### config.mk
export PLATFORM = sky130hd
export DESIGN_NAME = cmdq_engine
export DESIGN_NICKNAME = d
export VERILOG_FILES = /design/src/rtl/cmdq_pkg.sv /design/src/rtl/cmdq_dp.sv /design/src/rtl/cmdq_ctrl.sv /design/src/rtl/cmdq_engine.sv
export SDC_FILE = /design/constraint.sdc
export NUM_CORES = 1
export LEC_CHECK = 0
export BUFFER_PORTS_ARGS = -buffer_cell sky130_fd_sc_hd__buf_4
export CORE_UTILIZATION = 43
export CTS_BUF_LIST = sky130_fd_sc_hd__clkbuf_4
export DETAILED_ROUTE_END_ITERATION = 8
export PLACE_DENSITY = 0.67
export SLEW_MARGIN = 0
export SYNTH_ARGS = -nofsm -noshare
export SYNTH_HDL_FRONTEND = slang
export SYNTH_SLANG_ARGS = --single-unit
export TNS_END_PERCENT = 30
### constraint.sdc
create_clock -name clk -period 4.8 [get_ports clk]
set_input_delay 0.48 -clock clk [delete_from_list [all_inputs] [get_ports clk]]
set_output_delay 0.48 -clock clk [all_outputs]
set_load 0.05 [all_outputs]
### src/rtl/cmdq_pkg.sv
package cmdq_pkg;
  localparam int WORD_W = 128;
  localparam int CMD_W  = 64;
  localparam int VAL_W  = 16;

  localparam logic [7:0] OP_WRITE  = 8'h57;
  localparam logic [7:0] OP_POLLEQ = 8'h70;
  localparam logic [7:0] OP_POLLNE = 8'h43;
  localparam logic [7:0] OP_WAIT   = 8'h46;

  typedef enum logic [2:0] {
    KIND_NULL, KIND_WRITE, KIND_POLLEQ, KIND_POLLNE, KIND_WAIT
  } cmdKind_e;

  typedef enum logic [2:0] {
    ST_IDLE, ST_EXEC, ST_RDWAIT, ST_WRITE, ST_TRIG, ST_ADV
  } state_e;

  // strobes from control to datapath
  typedef struct packed {
    logic loadWord;
    logic nextHalf;
    logic captureRd;
    logic raiseErr;
  } ctrlStrobe_t;

  // status from datapath to control
  typedef struct packed {
    cmdKind_e kind;
    logic     lastHalf;
    logic     pollHit;
    logic     trigHit;
  } dpStatus_t;
endpackage

### src/rtl/cmdq_dp.sv
module cmdq_dp
  import cmdq_pkg::*;
#(
  parameter int ADDR_W = 24,
  parameter int TRIG_W = 16
) (
  input  logic                clk,
  input  logic                rstN,
  input  ctrlStrobe_t         strobe,
  input  logic [WORD_W-1:0]   wordData,
  input  logic [VAL_W-1:0]    regRdData,
  input  logic [TRIG_W-1:0]   trigBus,
  output dpStatus_t           status,
  output logic [ADDR_W-1:0]   regAddr,
  output logic [VAL_W-1:0]    regWrData,
  output logic [VAL_W-1:0]    regWrMask,
  output logic                errFlag
);
  localparam int IDX_W = (TRIG_W > 1) ? $clog2(TRIG_W) : 1;

  logic [WORD_W-1:0] wordQ;
  logic              halfQ;
  logic [VAL_W-1:0]  rdQ;
  logic [TRIG_W-1:0] trigPrev;
  logic              errQ;

  logic [CMD_W-1:0]  cmd;
  logic [7:0]        opcode;
  logic [VAL_W-1:0]  mask;
  logic [VAL_W-1:0]  value;
  logic [IDX_W-1:0]  trigIdx;
  logic              fallMode;
  logic              lineNow;
  logic              linePrev;
  logic              pollDiff;
  cmdKind_e          kind;

  always_ff @(posedge clk) begin
    if (!rstN) begin
      wordQ    <= '0;
      halfQ    <= 1'b0;
      rdQ      <= '0;
      trigPrev <= '0;
      errQ     <= 1'b0;
    end else begin
      trigPrev <= trigBus;
      if (strobe.loadWord) begin
        wordQ <= wordData;
        halfQ <= 1'b0;
      end else if (strobe.nextHalf) begin
        halfQ <= 1'b1;
      end
      if (strobe.captureRd) rdQ  <= regRdData;
      if (strobe.raiseErr)  errQ <= 1'b1;
    end
  end

  assign cmd      = halfQ ? wordQ[WORD_W-1:CMD_W] : wordQ[CMD_W-1:0];
  assign opcode   = cmd[63:56];
  assign regAddr  = cmd[32 +: ADDR_W];
  assign mask     = cmd[31:16];
  assign value    = cmd[15:0];
  assign trigIdx  = value[IDX_W-1:0];
  assign fallMode = value[15];

  always_comb begin
    unique case (opcode)
      OP_WRITE:  kind = KIND_WRITE;
      OP_POLLEQ: kind = KIND_POLLEQ;
      OP_POLLNE: kind = KIND_POLLNE;
      OP_WAIT:   kind = KIND_WAIT;
      default:   kind = KIND_NULL;
    endcase
  end

  assign lineNow  = trigBus[trigIdx];
  assign linePrev = trigPrev[trigIdx];
  assign pollDiff = |((regRdData ^ value) & ~mask);

  assign status.kind     = kind;
  assign status.lastHalf = halfQ;
  assign status.pollHit  = (kind == KIND_POLLNE) ? pollDiff : !pollDiff;
  assign status.trigHit  = fallMode ? (linePrev & ~lineNow) : lineNow;

  assign regWrData = (rdQ & mask) | (value & ~mask);
  assign regWrMask = ~mask;
  assign errFlag   = errQ;
endmodule

### src/rtl/cmdq_ctrl.sv
module cmdq_ctrl
  import cmdq_pkg::*;
(
  input  logic        clk,
  input  logic        rstN,
  input  logic        wordValid,
  input  logic        regRdValid,
  input  logic        timeout,
  input  dpStatus_t   status,
  output ctrlStrobe_t strobe,
  output logic        wordReady,
  output logic        busy,
  output logic        regRdReq,
  output logic        regWrEn
);
  state_e stateQ, stateD;
  logic   isPoll;

  assign isPoll = (status.kind == KIND_POLLEQ) || (status.kind == KIND_POLLNE);

  always_ff @(posedge clk) begin
    if (!rstN) stateQ <= ST_IDLE;
    else       stateQ <= stateD;
  end

  always_comb begin
    stateD    = stateQ;
    strobe    = '0;
    wordReady = 1'b0;
    regRdReq  = 1'b0;
    regWrEn   = 1'b0;
    unique case (stateQ)
      ST_IDLE: begin
        wordReady = 1'b1;
        if (wordValid) begin
          strobe.loadWord = 1'b1;
          stateD = ST_EXEC;
        end
      end
      ST_EXEC: begin
        unique case (status.kind)
          KIND_NULL: stateD = ST_ADV;
          KIND_WAIT: stateD = ST_TRIG;
          default: begin
            regRdReq = 1'b1;
            stateD = ST_RDWAIT;
          end
        endcase
      end
      ST_RDWAIT: begin
        if (isPoll && timeout) begin
          strobe.raiseErr = 1'b1;
          stateD = ST_ADV;
        end else if (regRdValid) begin
          if (!isPoll) begin
            strobe.captureRd = 1'b1;
            stateD = ST_WRITE;
          end else if (status.pollHit) begin
            stateD = ST_ADV;
          end else begin
            stateD = ST_EXEC;
          end
        end
      end
      ST_WRITE: begin
        regWrEn = 1'b1;
        stateD = ST_ADV;
      end
      ST_TRIG: begin
        if (timeout) begin
          strobe.raiseErr = 1'b1;
          stateD = ST_ADV;
        end else if (status.trigHit) begin
          stateD = ST_ADV;
        end
      end
      ST_ADV: begin
        if (status.lastHalf) begin
          stateD = ST_IDLE;
        end else begin
          strobe.nextHalf = 1'b1;
          stateD = ST_EXEC;
        end
      end
      default: stateD = ST_IDLE;
    endcase
  end

  assign busy = (stateQ != ST_IDLE);
endmodule

### src/rtl/cmdq_engine.sv
module cmdq_engine
  import cmdq_pkg::*;
#(
  parameter int ADDR_W = 24,
  parameter int TRIG_W = 16
) (
  input  logic              clk,
  input  logic              rstN,
  input  logic              wordValid,
  input  logic [127:0]      wordData,
  output logic              wordReady,
  output logic              busy,
  output logic              errFlag,
  output logic [ADDR_W-1:0] regAddr,
  output logic              regRdReq,
  input  logic              regRdValid,
  input  logic [15:0]       regRdData,
  output logic              regWrEn,
  output logic [15:0]       regWrData,
  output logic [15:0]       regWrMask,
  input  logic [TRIG_W-1:0] trigBus,
  input  logic              timeout
);
  ctrlStrobe_t strobe;
  dpStatus_t   status;

  cmdq_ctrl u_ctrl (
    .clk(clk), .rstN(rstN), .wordValid(wordValid), .regRdValid(regRdValid),
    .timeout(timeout), .status(status), .strobe(strobe), .wordReady(wordReady),
    .busy(busy), .regRdReq(regRdReq), .regWrEn(regWrEn)
  );

  cmdq_dp #(.ADDR_W(ADDR_W), .TRIG_W(TRIG_W)) u_dp (
    .clk(clk), .rstN(rstN), .strobe(strobe), .wordData(wordData),
    .regRdData(regRdData), .trigBus(trigBus), .status(status),
    .regAddr(regAddr), .regWrData(regWrData), .regWrMask(regWrMask),
    .errFlag(errFlag)
  );
endmodule

### Word level (Yosys, flattened, before mapping)

Index checks and enable logic that the tools add are counted.

* muxes and demuxes: 33
* equality and inequality tests: 15
* bitwise operators: 9
* reduce and logical (&&, ||, !) cells: 10
* magnitude comparators: 1

Operator list (number)
* 2-to-1 mux 64 bit: 1
* AND 16 bit: 3
* equality test 8 x 7 -> 1 bit, second input constant: 4
* 2-to-1 mux 3 bit: 7
* 2-to-1 mux 1 bit: 19
* one-hot mux 3 bit (6 select lines): 1
* NOT 16 bit: 1
* OR 16 bit: 1
* OR reduction 16 bit: 1
* bitwise XOR 16 bit: 1
* equality test 3 x 2 -> 1 bit, second input constant: 4
* one-hot mux 3 bit (4 select lines): 1
* equality test 3 bit, second input constant: 3
* binary-select mux 1 bit (select 4 bit): 2
* logical NOT 3 bit: 2
* one-hot mux 3 bit (2 select lines): 1
* < comparator 4 x 5 -> 1 bit, second input constant: 1
* OR reduction 2 bit: 2
* equality test 3 x 1 -> 1 bit, second input constant: 1
* inequality test 3 x 2 -> 1 bit, second input constant: 1
* inequality test 3 bit, second input constant: 1
* AND reduction 3 bit: 1
* nonzero test 3 bit: 1
* inequality test 2 bit, second input constant: 1
* other kinds (6): 7

* bits of input ports: 165
* register bits: 165
* word-level logic and storage cells: 74
* output and inout port bits: 61

### Longest topological paths before layout

* depth in word-level cells: 11
* depth in mapped cells: 9
* mapped depth without buffers: 6

### Hierarchy

A second synthesis with hierarchy kept.

* cells, all modules: 770
* area total of the unflattened synthesis: 7932.6 um^2

By module, submodules not included
* cmdq_dp: instances 1, cells an instance 725, sequential area each 3243.1 um^2, area each 7611.0 um^2
* cmdq_ctrl: instances 1, cells an instance 45, sequential area each 60.1 um^2, area each 321.6 um^2

### Least setup slack after synthesis

Ideal clock, no wire load.

* path kind: register -> output
* from: register u_dp.halfQ
* to: output port regWrData[10]
* data arrival time: 3306 ps
* stages on the path, launching flop included: 8
* required time: 4320 ps
* path buffers: 4
* slack: 1014 ps
* cell sequence: dfxtp_1 > buf_2 > buf_1 > buf_2 > buf_1 > mux2i_1 > nor2_1 > a21oi_1

* word-level cells in the longest chain between the ends: 4
* elaborated cells on any way between the ends: 5
* those cells by class: mux (1); bitwise (4)

Ends and longest elaborated chain
* from (decl): RTL line cmdq_dp.sv:22 `logic halfQ;`
* from (signal assigned): RTL line cmdq_dp.sv:41 `halfQ <= 1'b0;`
* from (signal assigned): RTL line cmdq_dp.sv:49 `halfQ <= 1'b0;`
* from (signal assigned): RTL line cmdq_dp.sv:51 `halfQ <= 1'b1;`
* 2-to-1 mux 64 bit: RTL line cmdq_dp.sv:58 `assign cmd = halfQ ? wordQ[WORD_W-1:CMD_W] : wordQ[CMD_W-1:0];`
* NOT 16 bit
* via regWrMask[10]: RTL line cmdq_engine.sv:20 `output logic [15:0] regWrMask,`
* AND 16 bit: RTL line cmdq_dp.sv:85 `assign regWrData = (rdQ & mask) | (value & ~mask);`
* OR 16 bit: RTL line cmdq_dp.sv:85
* to (decl): RTL line cmdq_engine.sv:19 `output logic [15:0] regWrData,`

The timed path passes the listed nets, and every way through them passes these cells.

### Worst setup path in the final report

* from: register u_dp.halfQ
* to: output port regRdReq

* word-level cells in the longest chain between the ends: 7
* elaborated cells on any way between the ends: 11
* those cells by class: eq/ne (5); mux (4); reduce/logical (2)

Ends and longest elaborated chain
* 2-to-1 mux 64 bit (*): RTL line cmdq_dp.sv:58
* equality test 8 x 7 -> 1 bit: RTL line cmdq_dp.sv:67 `unique case (opcode)`
* one-hot mux 3 bit (4 select lines) (*): RTL line cmdq_dp.sv:67
* equality test 3 bit or logical NOT 3 bit (tied branches): RTL line cmdq_ctrl.sv:41 `unique case (status.kind)`
* OR reduction 2 bit (no line) (*)
* 2-to-1 mux 1 bit (*): RTL line cmdq_ctrl.sv:41
* 2-to-1 mux 1 bit (*): RTL line cmdq_ctrl.sv:32 `unique case (stateQ)`
* to (decl): RTL line cmdq_engine.sv:15 `output logic regRdReq,`

Mark *: on every way between the ends. The rest lies on a longest branch, timed or not.

==> reports/results.txt <==
Status - complete, no violations
FF-to-FF End - u_dp.rdQ[15]$_SDFFE_PN0P_
Final critical-path required period - 3561 ps
Fin Clk Skew - 16.90 ps
EDFF count, synth - 0
CORE AREA - 0.01754 mm²
WS Path Type - flip-flop to output port
Post-Synthesis Cells - 903
Crit path DAT - 3080 ps
Cell area after synthesis - 0.007817 mm²
Htree depth - 4
Worst-Margin Slew - 1106 ps
Clock sink count - 165
Iteration-0 DRC Markers - 438
Vias post-DR - 6,796
Max Slew Vio Count - 0
Die area - 0.01872 mm²
Pre-CTS setup slack - 1783 ps
Max VDD drop - 0.0002327 V
Clock slew at reported path FFs - 130 ps
Ranking of synthesized cells by area - dfxtp_1 (42%), nand2_1 (13%), a21boi_0 (12%)
Detailed Place HPWL - 15,570 µm
Main synth FF type - dfxtp_1
Leakage power - 3.867 nW
Syn nets - 1,068
Drt drc - 0
CP peak stage delay - 730 ps
Startpoint type of the worst setup path - flip-flop
Reg2reg start - u_dp.halfQ$_SDFFE_PP0P_
Vias in the first global route - 6,431
Final core occ - 0.5604
Setup TNS - 0 ps
Worst hold path depth - 2
IO buf count - 225
CP max stage cell - dfxtp_4
Post-synthesis cell type count - 57
Detailed Route WL - 21,600 µm
Overall power - 2.969 mW
Layout cells sized above 1 - 0.2726
Area growth syn-to-layout - 25.72%
Post-CTS setup buffer count - 0
Unrepaired setup endpoints after global routing - false
Grt total ovfl - 0
Gpl congestion - 0.8449
Largest net degree at the start of global routing - 119
Root Buffer - clkbuf_4
DR pass1 iterations - 5
I/O pin cnt - 226
Antenna Nets Post-Route - 0
Fin crit share - 0.7419
Flop2flop setup slack - 1770 ps
Nets - 1,256
Synthesized flop and latch total - 165
Asr flop ratio synth - 0
MaxCap Viol Count - 0
FMAX - 0.2808 GHz
Register area share after synthesis - 0.4225
Post-synth top area cell - dfxtp_1
Worst EP required - 4320 ps
Worst min path class - primary input to flip-flop
Hold_buf cts - 0
Height of the die - 136.8 µm
Initial antenna violation count - 1
Worst setup margin - 1239 ps
Kind of end point of the critical path - output port
CTS resizes - 0
Wire per inst - 16.24 µm
Max-slew headroom - 0.2626
Starting Density - 0.4458
Core Rows - 48
First-pass GRT wire length - 33,550 µm
Cells along the critical path - or4bb_1 -> a222oi_1 -> a21o_1 -> nor3b_1 -> buf_4
Chip width - 136.8 µm
PD cells - 302.1 mW/mm²
Final Hold Fails - 0
Reg2reg path depth - 6
Clk buf depth - 2
Share of Yosys cell area claimed by the top area cell type - 0.4225
Crit Path Max Fanout - 45
Total CTS buffers - 17
Syn avg cell area - 8.657 µm²
GRT Util Overall - 0.2342
Hold Path Origin - trigBus[11]
Setup violators final - 0
CTS tree - built
Worst-Skew Late Latency - 540 ps
Hold Crit Endpoint - u_dp.trigPrev[11]$_SDFF_PN0_
Vias/cell - 5.110
Synth warn - 0
cells by family (layout without fill, tap and decap cells):
kind of cell    after synthesis  in the layout  share of synthesized area
simple gates                374            374                     0.2140
compound gates              188            188                     0.1757
flops                       165            165                     0.4225
mux                          82             82                     0.1223
buf+inv                      68            269                    0.03633
xor+xnor                     26             26                    0.02913
other cells                   0              1                          0
state kept, by name, summed over array words and instances, names as in the netlist:
register / cells
u_dp.wordQ: 128
u_dp.trigPrev: 16
u_dp.rdQ: 16
u_dp.halfQ: 1
u_dp.errFlag: 1
u_ctrl.stateQ: 3
through the flow:
stage	std cells	cell area (µm²)	hold WS [ps]
6_report	1330	9828	156.1
3_3_place_gp	1297	9578	448.1
3_5_place_dp	1297	9578	455.3
4_1_cts	1329	9826	105.9
5_1_grt	1330	9828	95.40
2_1_floorplan	903	7818	438.7
synth_stat cells (12+ instances only):
cell type  count
a21oi_1       17
nand2_1      263
xnor2_1       21
nor2b_1       17
and2_1        19
nor3b_1       12
a21boi_0     128
mux2i_1       46
dfxtp_1      165
mux2_2        26
nor2_1        28
clkbuf_1      47
worst max path at each step:
stage,start,end,cells past startpoint
floorplan,u_dp.halfQ$_SDFFE_PP0P_,regWrData[10],7
global placement,u_dp.halfQ$_SDFFE_PP0P_,u_dp.rdQ[12]$_SDFFE_PN0P_,6
detailed placement,u_dp.halfQ$_SDFFE_PP0P_,u_dp.rdQ[15]$_SDFFE_PN0P_,6
CTS,u_dp.halfQ$_SDFFE_PP0P_,regRdReq,5
global route,u_dp.halfQ$_SDFFE_PP0P_,regRdReq,5
finish,u_dp.halfQ$_SDFFE_PP0P_,regRdReq,5
per-layer routing:
| layer | vias to the layer above | global-route usage | routed length (µm) |
|---|---|---|---|
| li1 | 3444 | - | - |
| met5 | - | 0 | 0 |
| met4 | 0 | 0.05128 | 233 |
| met1 | 3132 | 0.3012 | 9535 |
| met3 | 12 | 0.07741 | 1959 |
| met2 | 208 | 0.3804 | 9875 |
report_power, final:
| group | leakage (nW) | switching, mW | internal [mW] |
|---|---|---|---|
| clock | 0.117 | 0.482 | 0.256 |
| combinational | 2.40 | 0.417 | 0.290 |
| sequential | 1.35 | 0.0704 | 1.45 |
final cells by class:
type	instances	area, µm²
antenna	1	2.502
clock inverter	14	112.6
inverter	8	30.03
multi-input combinational	670	4240
clock buffer	18	135.1
tap	225	281.5
timing repair buffer	229	1719
sequential	165	3307
fill	1717	7709
critical path: cells and delay by family (launching register included):
family          cells  cell delay, ps
simple gates        2             790
compound gates      2             750
flops               1             730
buf+inv             1             260
cell usage in the layout, fill, tap and decap left out, types with 2 or more instances in the layout:
cell / synthesis / final
nor2_1: 28 / 28
nand3_1: 2 / 2
mux2_2: 26 / 26
o31ai_1: 2 / 2
mux2_1: 2 / 2
inv_1: 8 / 8
a21o_1: 2 / 2
xor2_1: 5 / 5
and2_1: 19 / 18
or3_1: 2 / 2
o22ai_1: 8 / 8
a22oi_1: 5 / 5
nand2b_1: 4 / 4
or4bb_1: 5 / 5
mux4_2: 8 / 8
or3b_2: 2 / 2
a21boi_0: 128 / 128
o21ai_0: 7 / 7
mux2i_1: 46 / 46
a21oi_1: 17 / 17
a211o_1: 2 / 2
nor2b_1: 17 / 17
a31oi_1: 2 / 2
o22a_1: 2 / 2
buf_4: 0 / 229
clkbuf_4: 0 / 18
nand2_1: 263 / 262
nor3b_1: 12 / 12
nand3b_1: 2 / 2
nor3_1: 6 / 6
clkinv_1: 0 / 4
dfxtp_1: 165 / 164
clkinvlp_4: 0 / 6
nor4_1: 2 / 2
xnor2_1: 21 / 21
a222oi_1: 3 / 3
Power figures use the tool's default switching activity.
